--- config.mk ---
export PLATFORM = sky130hd
export DESIGN_NAME = usart_ctl_seq
export DESIGN_NICKNAME = d
export VERILOG_FILES = /design/src/rtl/usart_seq_pkg.sv /design/src/rtl/usart_bus_acc.sv /design/src/rtl/usart_seq_ctl.sv /design/src/rtl/usart_stat.sv /design/src/rtl/usart_ctl_seq.sv
export SDC_FILE = /design/constraint.sdc
export NUM_CORES = 1
export LEC_CHECK = 0
export BUFFER_PORTS_ARGS = -buffer_cell sky130_fd_sc_hd__buf_2
export CAP_MARGIN = 10
export CORE_MARGIN = 3
export CORE_UTILIZATION = 43
export CTS_CLUSTER_DIAMETER = 200
export CTS_CLUSTER_SIZE = 24
export DETAILED_ROUTE_END_ITERATION = 8
export PLACE_DENSITY = 0.75
export RECOVER_POWER = 50
export REMOVE_ABC_BUFFERS = 1
export SLEW_MARGIN = 20
export SYNTH_ARGS = -nofsm -noshare
export SYNTH_HDL_FRONTEND = slang
export SYNTH_SLANG_ARGS = --single-unit
export TNS_END_PERCENT = 100
--- constraint.sdc ---
create_clock -name clk -period 1.65 [get_ports clk]
set_input_delay 0.165 -clock clk [delete_from_list [all_inputs] [get_ports clk]]
set_output_delay 0.165 -clock clk [all_outputs]
set_load 0.03 [all_outputs]
--- src/rtl/usart_seq_pkg.sv ---
package usart_seq_pkg;
  localparam int DW = 8;
  localparam int NERR = 3;

  typedef enum logic [1:0] {
    S_MODE  = 2'd0,
    S_SYNC1 = 2'd1,
    S_SYNC2 = 2'd2,
    S_CMD   = 2'd3
  } seq_t;

  // command bit positions
  localparam int CB_TXEN = 0;
  localparam int CB_DTR  = 1;
  localparam int CB_RXEN = 2;
  localparam int CB_BRK  = 3;
  localparam int CB_ERST = 4;
  localparam int CB_RTS  = 5;
  localparam int CB_IRST = 6;

  // mode word fields
  localparam int MB_BAUD_LO = 0;
  localparam int MB_LEN_LO  = 2;
  localparam int MB_PEN     = 4;
  localparam int MB_PEVEN   = 5;
  localparam int MB_EXT     = 6;
  localparam int MB_SINGLE  = 7;
endpackage

--- src/rtl/usart_bus_acc.sv ---
module usart_bus_acc (
  input  logic clk,
  input  logic rst,
  input  logic cs_n,
  input  logic rd_n,
  input  logic wr_n,
  input  logic sel_ctl,
  output logic ctl_wr,
  output logic dat_wr,
  output logic dat_rd,
  output logic rd_lvl
);
  logic wr_lvl, wr_q, rd_q, wr_edge, rd_edge;

  assign wr_lvl  = !cs_n && !wr_n;
  assign rd_lvl  = !cs_n && !rd_n;
  assign wr_edge = wr_lvl && !wr_q;
  assign rd_edge = rd_lvl && !rd_q;
  assign ctl_wr  = wr_edge && sel_ctl;
  assign dat_wr  = wr_edge && !sel_ctl;
  assign dat_rd  = rd_edge && !sel_ctl;

  always_ff @(posedge clk or posedge rst) begin
    if (rst) begin
      wr_q <= 1'b0;
      rd_q <= 1'b0;
    end else begin
      wr_q <= wr_lvl;
      rd_q <= rd_lvl;
    end
  end

  p_single_write_r9: assert property (@(posedge clk) disable iff (rst)
    wr_edge |=> !wr_edge);
endmodule

--- src/rtl/usart_seq_ctl.sv ---
module usart_seq_ctl
  import usart_seq_pkg::*;
(
  input  logic          clk,
  input  logic          rst,
  input  logic          ctl_wr,
  input  logic [DW-1:0] din,
  output logic          in_cmd,
  output logic [DW-1:0] mode_q,
  output logic [DW-1:0] sync1_q,
  output logic [DW-1:0] sync2_q,
  output logic [DW-1:0] cmd_q,
  output logic          soft_rst,
  output logic          err_clr
);
  seq_t st;
  logic sync_mode_in;

  assign in_cmd       = (st == S_CMD);
  assign sync_mode_in = (din[MB_BAUD_LO+1:MB_BAUD_LO] == 2'b00);
  assign soft_rst     = ctl_wr && in_cmd && din[CB_IRST];
  assign err_clr      = ctl_wr && in_cmd && din[CB_ERST] && !din[CB_IRST];

  always_ff @(posedge clk or posedge rst) begin
    if (rst) begin
      st      <= S_MODE;
      mode_q  <= '0;
      sync1_q <= '0;
      sync2_q <= '0;
      cmd_q   <= '0;
    end else if (ctl_wr) begin
      unique case (st)
        S_MODE: begin
          mode_q <= din;
          st     <= sync_mode_in ? S_SYNC1 : S_CMD;
        end
        S_SYNC1: begin
          sync1_q <= din;
          st      <= mode_q[MB_SINGLE] ? S_CMD : S_SYNC2;
        end
        S_SYNC2: begin
          sync2_q <= din;
          st      <= S_CMD;
        end
        S_CMD: begin
          if (din[CB_IRST]) begin
            st      <= S_MODE;
            mode_q  <= '0;
            sync1_q <= '0;
            sync2_q <= '0;
            cmd_q   <= '0;
          end else begin
            cmd_q <= din;
          end
        end
        default: st <= S_MODE;
      endcase
    end
  end

  p_async_cmd_r4: assert property (@(posedge clk) disable iff (rst)
    (ctl_wr && st == S_MODE && !sync_mode_in) |=> (st == S_CMD));
  p_sync_first_r3: assert property (@(posedge clk) disable iff (rst)
    (ctl_wr && st == S_MODE && sync_mode_in) |=> (st == S_SYNC1));
  p_intrst_r6: assert property (@(posedge clk) disable iff (rst)
    (ctl_wr && st == S_CMD && din[CB_IRST]) |=> (st == S_MODE && cmd_q == '0));
endmodule

--- src/rtl/usart_stat.sv ---
module usart_stat
  import usart_seq_pkg::*;
(
  input  logic          clk,
  input  logic          rst,
  input  logic          soft_rst,
  input  logic          err_clr,
  input  logic          dat_wr,
  input  logic [DW-1:0] din,
  input  logic          tx_ready,
  input  logic          tx_idle,
  input  logic          rx_valid,
  input  logic          syndet,
  input  logic          dsr_n,
  input  logic [NERR-1:0] err_set,
  output logic [DW-1:0] tx_data,
  output logic          tx_valid,
  output logic [DW-1:0] status
);
  logic [NERR-1:0] err_q;
  logic            full_q;
  logic [DW-1:0]   hold_q;

  for (genvar i = 0; i < NERR; i++) begin : g_err
    always_ff @(posedge clk or posedge rst) begin
      if (rst)             err_q[i] <= 1'b0;
      else if (soft_rst)   err_q[i] <= 1'b0;
      else if (err_set[i]) err_q[i] <= 1'b1;
      else if (err_clr)    err_q[i] <= 1'b0;
    end
  end

  always_ff @(posedge clk or posedge rst) begin
    if (rst) begin
      full_q <= 1'b0;
      hold_q <= '0;
    end else if (soft_rst) begin
      full_q <= 1'b0;
    end else begin
      if (dat_wr && !full_q) begin
        full_q <= 1'b1;
        hold_q <= din;
      end else if (full_q && tx_ready) begin
        full_q <= 1'b0;
      end
    end
  end

  assign tx_valid = full_q;
  assign tx_data  = hold_q;
  assign status   = {!dsr_n, syndet, err_q, !full_q && tx_idle, rx_valid, !full_q};

  p_tx_hold_r10: assert property (@(posedge clk) disable iff (rst || soft_rst)
    (tx_valid && !tx_ready) |=> (tx_valid && $stable(tx_data)));
  p_err_clear_r7: assert property (@(posedge clk) disable iff (rst)
    (err_clr && err_set == '0) |=> (err_q == '0));
endmodule

--- src/rtl/usart_ctl_seq.sv ---
module usart_ctl_seq
  import usart_seq_pkg::*;
(
  input  logic       clk,
  input  logic       rst,
  input  logic       cs_n,
  input  logic       rd_n,
  input  logic       wr_n,
  input  logic       sel_ctl,
  input  logic [7:0] din,
  output logic [7:0] dout,
  output logic       dout_oe,
  output logic [7:0] tx_data,
  output logic       tx_valid,
  input  logic       tx_ready,
  input  logic [7:0] rx_data,
  input  logic       rx_valid,
  output logic       rx_ready,
  input  logic       tx_idle,
  input  logic       syndet,
  input  logic       dsr_n,
  input  logic       pe_set,
  input  logic       oe_set,
  input  logic       fe_set,
  output logic       cmd_ready,
  output logic [1:0] baud_sel,
  output logic [3:0] char_bits,
  output logic       par_en,
  output logic       par_even,
  output logic [1:0] stop_code,
  output logic       single_sync,
  output logic       ext_sync,
  output logic [7:0] sync_char1,
  output logic [7:0] sync_char2,
  output logic       tx_en,
  output logic       rx_en,
  output logic       brk,
  output logic       dtr_n,
  output logic       rts_n
);
  logic ctl_wr, dat_wr, dat_rd, rd_lvl, soft_rst, err_clr, is_sync;
  logic [DW-1:0] mode_q, cmd_q, status;

  usart_bus_acc u_bus (
    .clk(clk), .rst(rst), .cs_n(cs_n), .rd_n(rd_n), .wr_n(wr_n),
    .sel_ctl(sel_ctl), .ctl_wr(ctl_wr), .dat_wr(dat_wr), .dat_rd(dat_rd),
    .rd_lvl(rd_lvl)
  );

  usart_seq_ctl u_seq (
    .clk(clk), .rst(rst), .ctl_wr(ctl_wr), .din(din), .in_cmd(cmd_ready),
    .mode_q(mode_q), .sync1_q(sync_char1), .sync2_q(sync_char2),
    .cmd_q(cmd_q), .soft_rst(soft_rst), .err_clr(err_clr)
  );

  usart_stat u_stat (
    .clk(clk), .rst(rst), .soft_rst(soft_rst), .err_clr(err_clr),
    .dat_wr(dat_wr), .din(din), .tx_ready(tx_ready), .tx_idle(tx_idle),
    .rx_valid(rx_valid), .syndet(syndet), .dsr_n(dsr_n),
    .err_set({fe_set, oe_set, pe_set}), .tx_data(tx_data),
    .tx_valid(tx_valid), .status(status)
  );

  assign is_sync     = (mode_q[MB_BAUD_LO+1:MB_BAUD_LO] == 2'b00);
  assign baud_sel    = mode_q[MB_BAUD_LO+1:MB_BAUD_LO];
  assign char_bits   = 4'd5 + {2'b00, mode_q[MB_LEN_LO+1:MB_LEN_LO]};
  assign par_en      = mode_q[MB_PEN];
  assign par_even    = mode_q[MB_PEVEN];
  assign stop_code   = is_sync ? 2'b00 : mode_q[MB_SINGLE:MB_EXT];
  assign single_sync = is_sync && mode_q[MB_SINGLE];
  assign ext_sync    = is_sync && mode_q[MB_EXT];

  assign tx_en = cmd_q[CB_TXEN];
  assign rx_en = cmd_q[CB_RXEN];
  assign brk   = cmd_q[CB_BRK];
  assign dtr_n = !cmd_q[CB_DTR];
  assign rts_n = !cmd_q[CB_RTS];

  assign dout_oe  = rd_lvl;
  assign dout     = sel_ctl ? status : rx_data;
  assign rx_ready = dat_rd && rx_valid;

  p_modem_idle_r1: assert property (@(posedge clk) disable iff (rst)
    !cmd_ready |-> (dtr_n && rts_n && !tx_en && !brk));
endmodule

---- Yosys cells after proc, flatten, opt, wreduce, memory -nomap -nowiden ----
Index checks and enable logic that the tools add are counted.
cells by class
  bitwise gates (word level) .............. 1
  reductions and logical operators ........ 44
  add/sub/neg operators ................... 1
  equality and inequality tests ........... 4
  muxes and demuxes ....................... 21
operators by type and width
  operator               count
  $pmux W8 S2            3
  $logic_and A1 B1 Y1    17
  $mux W8                2
  $reduce_bool A3 Y1     4
  $logic_not A1 Y1       11
  $mux W1                11
  $reduce_and A3 Y1      3
  $pmux W2 S4            1
  $logic_not A2 Y1       3
  $mux W2                3
  $mux W6                1
  $reduce_and A2 Y1      3
  $reduce_bool A2 Y1     3
  $add A3 B2 Y4 const A  1
  $eq A2 B2 Y1 const B   2
  $eq A2 B1 Y1 const B   1
  $ne A2 B2 Y1 const B   1
  $not A1 Y1             1
word-level totals
  flip-flop bits (word level) ............. 46

---- Longest topological paths before layout ----
Gate-level depths: netlist of the first run.
  word-level depth ........................ 10
  depth in mapped cells ................... 5
  gate-level depth less buffers ........... 5

---- Cells and area by module ----
A second synthesis of the first run with hierarchy kept.
unflattened totals
  cells, all modules ...................... 185
  area, all modules ....................... 2,312.2 um2
modules (own cells, without submodules)
  module         cells an instance  area an instance (um2)  instances  seq. area each (um2)
  usart_seq_ctl  119                1,515.2                 1          825.8
  usart_stat     38                 500.5                   1          300.3
  usart_ctl_seq  20                 207.7                   1          0.0
  usart_bus_acc  8                  88.8                    1          50.0

---- Worst setup path before layout of the first run ----
Ideal clock, no wire load.
  kind .................................... flip-flop to flip-flop
  start point ............................. register u_seq.st[1]
  end point ............................... register u_seq.mode_q[6]
  path buffers ............................ 1
  setup slack ............................. -88 ps
  period minus slack after synthesis ...... 1,738 ps
  arrival ................................. 1,617 ps
  cell stages (with the launch flop) ...... 6
  cell sequence ........................... dfrtp_1 -> ha_1 -> buf_2 -> nand2b_1 -> o211ai_1 -> a22o_1
between the ends
  cells in the longest elaborated chain, start to end .. 3
ends and longest elaborated chain
  item                                                                 RTL line             source
  from (decl)                                                          usart_seq_ctl.sv:16  seq_t st;
  from (signal assigned)                                               usart_seq_ctl.sv:35  st <= sync_mode_in ? S_SYNC1 : S_CMD;
  from (signal assigned)                                               usart_seq_ctl.sv:39  st <= mode_q[MB_SINGLE] ? S_CMD : S_SYNC2;
  $eq A2 B2 Y1 (*)                                                     n/a
  named net cmd_ready                                                  usart_ctl_seq.sv:25  output logic cmd_ready,
  $ne A2 B2 Y1 (no source line) or $reduce_bool A2 Y1 (tied branches)  n/a
  $reduce_and A3 Y1 (no source line)                                   n/a
  to (signal assigned)                                                 usart_seq_ctl.sv:34  mode_q <= din;
  to (decl)                                                            usart_seq_ctl.sv:9   output logic [DW-1:0] mode_q,
The timed path passes the listed nets; every way through them passes the cells marked *.
A chain may end at the register's enable or synchronous reset.

---- Worst setup path in the final report of the first run ----
  start point ............................. register u_seq.st[1]
  end point ............................... register u_seq.sync1_q[3]
between the ends
  cells in the longest elaborated chain, start to end .. 3
ends and longest elaborated chain
  item                                                                 RTL line             source
  $eq A2 B2 Y1 or $eq A2 B1 Y1 (tied branches)                         usart_seq_ctl.sv:32  unique case (st)
  $ne A2 B2 Y1 (no source line) or $reduce_bool A2 Y1 (tied branches)  n/a
  $reduce_and A3 Y1 (no source line)                                   n/a
  to (signal assigned)                                                 usart_seq_ctl.sv:38  sync1_q <= din;
  to (decl)                                                            usart_seq_ctl.sv:10  output logic [DW-1:0] sync1_q,
Several ways; a longest one is shown, not always the timed one.

==> impl_metrics.ini, run 1 <==
[timing]
fin_ws_ps = 137
fmax_mhz = 661
finalHoldViolations = 0
rsz0062_at_grt = no
hold_ws_ps = 38.3
fin_crit_sh_pct = 91.7
skew_ps = 11.6
post-route-min-period_ps = 1510
setup_viol = 0
slew_violations = 0
worst_pin_slew_ps = 1080
relSlewSlack_pct = 28.3

[global_routing]
grt.total_usage_pct = 17.7
antenna_found_initial = 0
grt_pass1_vias = 1527
grt_pass1_wl_mm = 7.53
grt_overflow = 0
grt_max_degree = 46

[logic_synthesis]
syn_inst = 167
synth.avg_cell_area_um2 = 12.4
post-synth-top-area-fraction_pct = 54.2
syn-cell-area_mm2 = 0.00208
synth.distinct_cells = 30
ys_ff_latch = 45
synth_warnings = 0
ys_seq_area_share_pct = 54.2
synth.area.top_cells = dfrtp_1, a22o_1, mux2_2
yosys.area.top_type = dfrtp_1

[cells_and_area]
drive_gt1_share_pct = 38.8
nFillCells = 394
final_common_cell = buf_2
diodes = 0
fin_area_mm2 = 0.00269
nets = 293
final_cell_mix = buf_2, dfrtp_1, clkbuf_1
final_util_pct = 59.8
area_delta_synth_final_pct = 29.8

[power]
power_density_mw_per_mm2 = 1760
total_power_mw = 4.74
p_int_mw = 2.70
pwr-share-comb_pct = 46.1
power_switching_mw = 2.04
p_leak_nw = 1.34
ir_drop_mv = 0.748
swShare_pct = 43.0
clock_power_share_pct = 18.6
seqPwrFrac_pct = 35.3

[critical_path]
r2r_end = u_seq.sync1_q[3]$_DFFE_PP0P_
cp-startpoint = u_seq.st[1]$_DFFE_PP0P_
worstSetupEndpoint = u_seq.sync1_q[3]$_DFFE_PP0P_
crit_type = flip-flop to flip-flop
crit_path_end_kind = flip-flop
cp-start-kind = flip-flop
crit_arrival_ps = 1710
r2r_setup_slack_ps = 140
r2r_start = u_seq.st[1]$_DFFE_PP0P_
cp_data_required_time_ps = 1840
r2r_cells = 6
cp_max_fo = 6

[floorplan]
fp.dieW_um = 75.5
dieArea_mm2 = 0.00570
fp-row-count = 24
pin_count = 83
core_mm2 = 0.00450
start_util_pct = 46.1
chipHeight_um = 75.5

[job]
maxCapViolCount = 0

[placed_design]
place_hpwl_mm = 3.72
post-place-ws_ps = -67.2
dpl_cell_area_mm2 = 0.00257
portBuffers = 82
gp_congestion = 0.842

[clock_tree]
clk_pin_slew_ps = 90
clk_path_buf_depth = 2
cts_root_buf = clkbuf_8
clk_latency_ps = 300
clkSinkCount = 45
cts.hold.buffers_added = 0
cts_max_level = 2
tritoncts = built
cts-buffers-inserted = 5

[outcome]
run_status = completed

[drt]
dr.pass1.iters = 4
route.detailed.drc = 0
vias = 1625
vias_per_cell = 5.24
finalWirelength_mm = 4.94
wl_per_cell_um = 15.9
drt_iter0_markers = 127
ant_nets = 0

[worst_hold_path]
hold_class = primary input to flip-flop
[kinds of logic (layout without fill, tap and decap cells)]
group           after synthesis  count (layout)  share of synthesized area, %
fa+ha+maj                     6               6                          3.62
compound gates               42              42                          16.5
simple gates                 34              34                          10.2
flops                        45              45                          54.2
mux                          21              21                          11.3
buf+inv                      19             110                          4.04
[worst max-delay path, cell delays in order, from the launching register on]
cell and delay (ps):
dfrtp_1 390, buf_4 150, inv_1 90, ha_1 240, o211ai_1 140, buf_4 180, a22o_1 230
[repair_timing]
action                     4_1_cts  5_1_grt
pin swaps                        2        2
resized for setup                1        2
setup endpoints to repair       21       20
setup buffers                    1        2
[synth_stat cells]
cell type / count
dfrtp_1: 45
a22o_1: 21
mux2_2: 16
inv_1: 10
nor2b_1: 9
nor2_1: 7
ha_1: 6
and3_1: 5
clkbuf_1: 4
mux2i_1: 4
nand2b_1: 4
o211ai_1: 4
a21boi_0: 3
a31oi_1: 3
and2_1: 3
buf_4: 3
o21ba_2: 3
o2bb2ai_1: 3
a21oi_1: 2
nand2_1: 2
a211oi_1: 1
a32oi_1: 1
buf_1: 1
buf_2: 1
mux2_4: 1
nand2_4: 1
nand3b_1: 1
nor3_1: 1
nor4b_4: 1
o21ai_0: 1
[routing by layer]
metal,global-route usage [%],wire (um)
met1,23.8,2110
met2,29.0,2550
met3,2.51,203
met4,6.99,77
met5,0,0
[power by group through the flow]
stage               clock (mW)  combinational, mW  sequential, mW
CTS                      0.908               2.23            1.67
floorplan                    0               1.03            2.18
global route             0.949               2.36            1.72
global placement             0               2.18            1.68
detailed placement           0               2.22            1.69
finish                   0.883               2.19            1.67
[worst min path at each step]
stage / startpoint / cells past startpoint / end / slack [ps]
3_3_place_gp: rst / 3 / u_bus.rd_q$_DFF_PP0_ / 330
5_1_grt: rd_n / 2 / u_bus.rd_q$_DFF_PP0_ / 50
6_report: rd_n / 2 / u_bus.rd_q$_DFF_PP0_ / 40
3_5_place_dp: rst / 3 / u_seq.mode_q[4]$_DFFE_PP0P_ / 330
4_1_cts: rst / 3 / u_stat.tx_data[7]$_DFFE_PP0P_ / 1
2_1_floorplan: wr_n / 1 / u_bus.wr_q$_DFF_PP0_ / 230
[state kept, by name, summed over array words and instances (netlist names)]
signal and flops:
u_seq.mode_q 8, u_seq.sync1_q 8, u_seq.sync2_q 8, u_stat.tx_data 8, u_seq.cmd_q 5, u_stat.status 3, u_seq.st 2, u_bus.rd_q 1
u_bus.wr_q 1, u_stat.tx_valid 1
[through the flow]
step / setup TNS, ps / std cells
6_report: 0 / 310
5_1_grt: 0 / 310
4_1_cts: 0 / 308
3_5_place_dp: -654 / 299
3_3_place_gp: -22.8 / 299
2_1_floorplan: -1010 / 158
[cell type report]
cell class / instances / area [um2] / share of cell area (%)
Clock inverter: 2 / 41.3 / 1.53
Sequential cell: 45 / 1130 / 41.8
Multi-Input combinational cell: 103 / 877 / 32.6
Tap cell: 52 / 65.1 / 2.42
Timing Repair Buffer: 92 / 464 / 17.2
Clock buffer: 6 / 82.6 / 3.07
Inverter: 10 / 37.5 / 1.39
Note: power is estimated with default switching activity, not from simulation.
==> inputs of run 2 (changes only) <==
--- a/config.mk
+++ b/config.mk
@@ -12,6 +12,7 @@
 export CTS_CLUSTER_DIAMETER = 200
 export CTS_CLUSTER_SIZE = 24
 export DETAILED_ROUTE_END_ITERATION = 8
+export HOLD_SLACK_MARGIN = 0.12
 export PLACE_DENSITY = 0.75
 export RECOVER_POWER = 50
 export REMOVE_ABC_BUFFERS = 1
==> impl_metrics.ini, run 2 (same netlist as run 1, synthesis figures left out) <==
[outcome]
run_status = completed

[critical_path]
crit_chain = buf_4 > inv_1 > ha_1 > o211ai_1 > buf_4 > a22o_1
path_buf_inv = 3
path_common_cell = buf_4
slowest_stage = dfrtp_1
r2r_end = u_seq.sync1_q[3]$_DFFE_PP0P_
cp_max_fo = 6
crit_path_end_kind = flip-flop
r2r_cells = 6
cp_data_required_time_ps = 1840
r2r_start = u_seq.st[1]$_DFFE_PP0P_
slowest_delay_ps = 390
crit_arrival_ps = 1710
crit_type = flip-flop to flip-flop
critPathTopFamily = buffers and inverters
cp-start-kind = flip-flop
r2r_setup_slack_ps = 130

[timing]
slew_violations = 0
relSlewSlack_pct = 35.3
skew_ps = 10.9
fin_crit_sh_pct = 91.8
fmax_mhz = 660
post-route-min-period_ps = 1520
finalHoldViolations = 0
fin_ws_ps = 135
worst_pin_slew_ps = 970
setup_viol = 0
rsz0062_at_grt = no

[cells_and_area]
instances_no_fill = 319
area_delta_synth_final_pct = 34.1
fin_area_mm2 = 0.00278
final_cell_mix = buf_2, dfrtp_1, clkbuf_1
final_util_pct = 61.8
final_common_cell = buf_2
nets = 302
diodes = 0
drive_gt1_share_pct = 37.1

[placed_design]
dpl_cell_area_mm2 = 0.00257
gp_congestion = 0.842
place_hpwl_mm = 3.72
dpl.cell_count = 299
portBuffers = 82
post-place-ws_ps = -67.2

[worst_hold_path]
min_from = din[7]
min_to = u_seq.sync1_q[7]$_DFFE_PP0P_
hold_path_depth = 2
hold_class = primary input to flip-flop

[floorplan]
chipHeight_um = 75.5
dieArea_mm2 = 0.00570
pin_count = 83
core_mm2 = 0.00450
fp-row-count = 24
start_util_pct = 46.1
fp.dieW_um = 75.5

[drt]
met1Wirelength_mm = 2.21
vias_per_cell = 5.24
finalWirelength_mm = 5.10
route.detailed.drc = 0
maxUsedRoutingLayer = met4
route.met2.wl_mm = 2.64
dr.pass1.iters = 4
wl_met3_um = 180
drt_iter0_markers = 126
vias = 1673
wl_per_cell_um = 16.0
ant_nets = 0

[clock_tree]
clk_path_buf_depth = 2
clk_latency_ps = 300
cts-buffers-inserted = 5
clk_pin_slew_ps = 90
cts_max_level = 2
clkSinkCount = 45
tritoncts = built
cts_root_buf = clkbuf_8

[global_routing]
antenna_found_initial = 0
grt_overflow = 0
grt_pass1_wl_mm = 7.87
grt.total_usage_pct = 18.4
grt_pass1_vias = 1605
grt_max_degree = 46

[power]
p_leak_nw = 1.38
power_density_mw_per_mm2 = 1710
total_power_mw = 4.76
ir_drop_mv = 0.747

[job]
maxCapViolCount = 0
run 2: repair_timing:
action	in CTS	in global routing
resized for setup	1	2
pin swaps	2	2
hold buffers	9	0
buffers inserted	1	2
hold endpoints to repair	51	0
setup endpoints to repair	21	20
run 2: power by group:
part / internal, mW / total (mW) / switching, mW
logic: 0.753 / 2.20 / 1.45
registers: 1.45 / 1.67 / 0.220
clock network: 0.503 / 0.883 / 0.380
run 2: how the worst max path moves through the flow:
stage	from	endpoint	cells past startpoint	slack [ps]
6_report	u_seq.st[1]$_DFFE_PP0P_	u_seq.sync1_q[3]$_DFFE_PP0P_	6	130
3_3_place_gp	u_seq.st[0]$_DFFE_PP0P_	u_seq.sync2_q[4]$_DFFE_PP0P_	4	-4
2_1_floorplan	u_seq.st[1]$_DFFE_PP0P_	u_seq.st[1]$_DFFE_PP0P_	4	-50
4_1_cts	u_seq.st[0]$_DFFE_PP0P_	u_seq.cmd_q[2]$_DFFE_PP0P_	4	40
3_5_place_dp	u_seq.st[0]$_DFFE_PP0P_	u_seq.sync2_q[2]$_DFFE_PP0P_	4	-70
5_1_grt	u_seq.st[1]$_DFFE_PP0P_	u_seq.sync1_q[5]$_DFFE_PP0P_	6	30
run 2: area by class of cell:
class,instances,area [um2]
clock inverters,2,41.3
clock buffers,6,82.6
well taps,52,65.1
fillers,381,1720
inverters,10,37.5
flip-flops and latches,45,1130
multi-input cells,103,877
repair buffers,101,553
run 2: worst register-to-register path, cell delays in order, from the launching register on:
cell and delay (ps):
dfrtp_1 390, buf_4 150, inv_1 90, ha_1 250, o211ai_1 140, buf_4 170
a22o_1 230
run 2: stage by stage:
stage	hold WS [ps]	setup TNS [ps]
6_report	153	0
5_1_grt	147	0
4_1_cts	145	0
3_5_place_dp	331	-654
3_3_place_gp	326	-22.8
2_1_floorplan	226	-1010
run 2: metal layers:
metal | track usage [%] | vias up
met2 | 30.7 | 44
met4 | 6.99 | 0
met3 | 2.51 | 5
li1 | - | 799
met1 | 24.4 | 825
met5 | 0 | -
==> inputs of run 3 (changes only) <==
--- a/config.mk
+++ b/config.mk
@@ -12,6 +12,7 @@
 export CTS_CLUSTER_DIAMETER = 200
 export CTS_CLUSTER_SIZE = 24
 export DETAILED_ROUTE_END_ITERATION = 8
+export GPL_TIMING_DRIVEN = 0
 export HOLD_SLACK_MARGIN = 0.12
 export PLACE_DENSITY = 0.75
 export RECOVER_POWER = 50
==> impl_metrics.ini, run 3 (same netlist as run 1, synthesis figures left out) <==
[outcome]
run_status = completed

[drt]
route.detailed.drc = 0
wl_per_cell_um = 15.8
dr.pass1.iters = 4
vias = 1637
vias_per_cell = 5.20
ant_nets = 0
drt_iter0_markers = 66
finalWirelength_mm = 4.97

[clock_tree]
clk_latency_ps = 290
cts-buffers-inserted = 5
cts_max_level = 2
clk_pin_slew_ps = 80
clkSinkCount = 45
cts_root_buf = clkbuf_8
clk_path_buf_depth = 2
tritoncts = built

[cells_and_area]
diodes = 0
nets = 299
nFillCells = 384
area_delta_synth_final_pct = 31.3
drive_gt1_share_pct = 35.4
instances_no_fill = 315
final_cell_mix = buf_2, dfrtp_1, clkbuf_1
final_util_pct = 60.5
final_common_cell = buf_2

[timing]
skew_ps = 6.82
rsz0062_at_grt = no
setup_viol = 0
worst_pin_slew_ps = 949
fin_crit_sh_pct = 92.1
fmax_mhz = 658
slew_violations = 0
finalHoldViolations = 0
relSlewSlack_pct = 36.7
post-route-min-period_ps = 1520
hold_ws_ps = 133

[placed_design]
dpl.cell_count = 293
gp_congestion = 0.770
place_hpwl_mm = 3.61
portBuffers = 82

[critical_path]
crit_arrival_ps = 1350
crit_type = primary input to output port
crit_chain = dlygate4sd3_1 > buf_2 > nor2_1 > and3_1 > buf_2
path_common_cell = buf_2
cp.depth = 5
slowest_delay_ps = 530
cp-start-kind = primary input
critPathTopFamily = buffers and inverters
cp_data_required_time_ps = 1480
crit_path_end_kind = output port
path_buf_inv = 3
cp_max_fo = 3
slowest_stage = dlygate4sd3_1
r2r_cells = 5

[power]
swShare_pct = 45.0
p_int_mw = 2.46
clock_power_share_pct = 14.6
seqPwrFrac_pct = 37.4
power_switching_mw = 2.01
p_leak_nw = 1.34
total_power_mw = 4.47
power_density_mw_per_mm2 = 1640
ir_drop_mv = 0.762
pwr-share-comb_pct = 48.0

[global_routing]
grt_pass1_vias = 1676
grt_max_degree = 25
antenna_found_initial = 0
grt.total_usage_pct = 18.3
grt_overflow = 0
grt_pass1_wl_mm = 7.94

[floorplan]
pin_count = 83
dieArea_mm2 = 0.00570
chipHeight_um = 75.5
fp-row-count = 24
core_mm2 = 0.00450
start_util_pct = 46.1
fp.dieW_um = 75.5

[worst_hold_path]
hold_class = primary input to flip-flop
hold_path_depth = 3

[job]
maxCapViolCount = 0
-- run 3: path summary, 6_finish.rpt --
path,startpoint,end,slack [ps]
min in group asynchronous,rst,u_bus.rd_q$_DFF_PP0_,630
max,rd_n,rx_ready,130
min reg2reg,u_seq.mode_q[4]$_DFFE_PP0P_,u_seq.mode_q[4]$_DFFE_PP0P_,500
min,tx_ready,u_stat.tx_valid$_DFFE_PP0P_,130
max in group asynchronous,rst,u_seq.mode_q[7]$_DFFE_PP0P_,410
max reg2reg,u_seq.st[1]$_DFFE_PP0P_,u_seq.sync1_q[3]$_DFFE_PP0P_,140
-- run 3: cell type report --
class,instances,area [um2],area share [%]
tap,52,65.1,2.39
sequential,45,1130,41.3
multi-input combinational,103,878,32.2
inverter,10,37.5,1.38
timing repair buffer,98,534,19.6
clock inverter,2,16.3,0.597
clock buffer,5,68.8,2.52
-- run 3: metrics by stage --
stage	TNS (ps)	area, um2	setup slack [ps]
finish	0	2730	131
global route	0	2730	53.0
CTS	0	2750	0.292
detailed placement	-8020	2530	-338
global placement	-13200	2500	-327
floorplan	-1010	2030	-51.0
-- run 3: timing repair --
item	in CTS	in global routing
hold endpoints to repair	26	0
setup endpoints to repair	30	33
gates resized for setup	1	2
gates cloned	0	0
pin swaps	4	1
buffers inserted	6	1
hold buffers	8	0
-- run 3: metal layers --
layer / up-vias / track usage [%] / share of wire, %
li1: 791 / - / -
met1: 802 / 25.1 / 45
met2: 36 / 28.8 / 51
met3: 8 / 2.90 / 3.1
met4: 0 / 7.77 / 1.6
met5: - / 0 / 0
-- run 3: worst register-to-register path, stage by stage, from the launching register on --
cell and delay, ps:
dfrtp_1 430, ha_2 290, nand2b_4 150, o211ai_1 130
buf_4 180, a22o_1 230
-- run 3: power groups by stage --
| stage | clock [mW] | sequential (mW) | combinational, mW |
|---|---|---|---|
| 6_report | 0.652 | 1.67 | 2.14 |
| 4_1_cts | 0.675 | 1.67 | 2.20 |
| 5_1_grt | 0.725 | 1.72 | 2.31 |
| 3_5_place_dp | 0 | 1.69 | 2.16 |
| 2_1_floorplan | 0 | 2.18 | 1.03 |
| 3_3_place_gp | 0 | 1.68 | 2.12 |
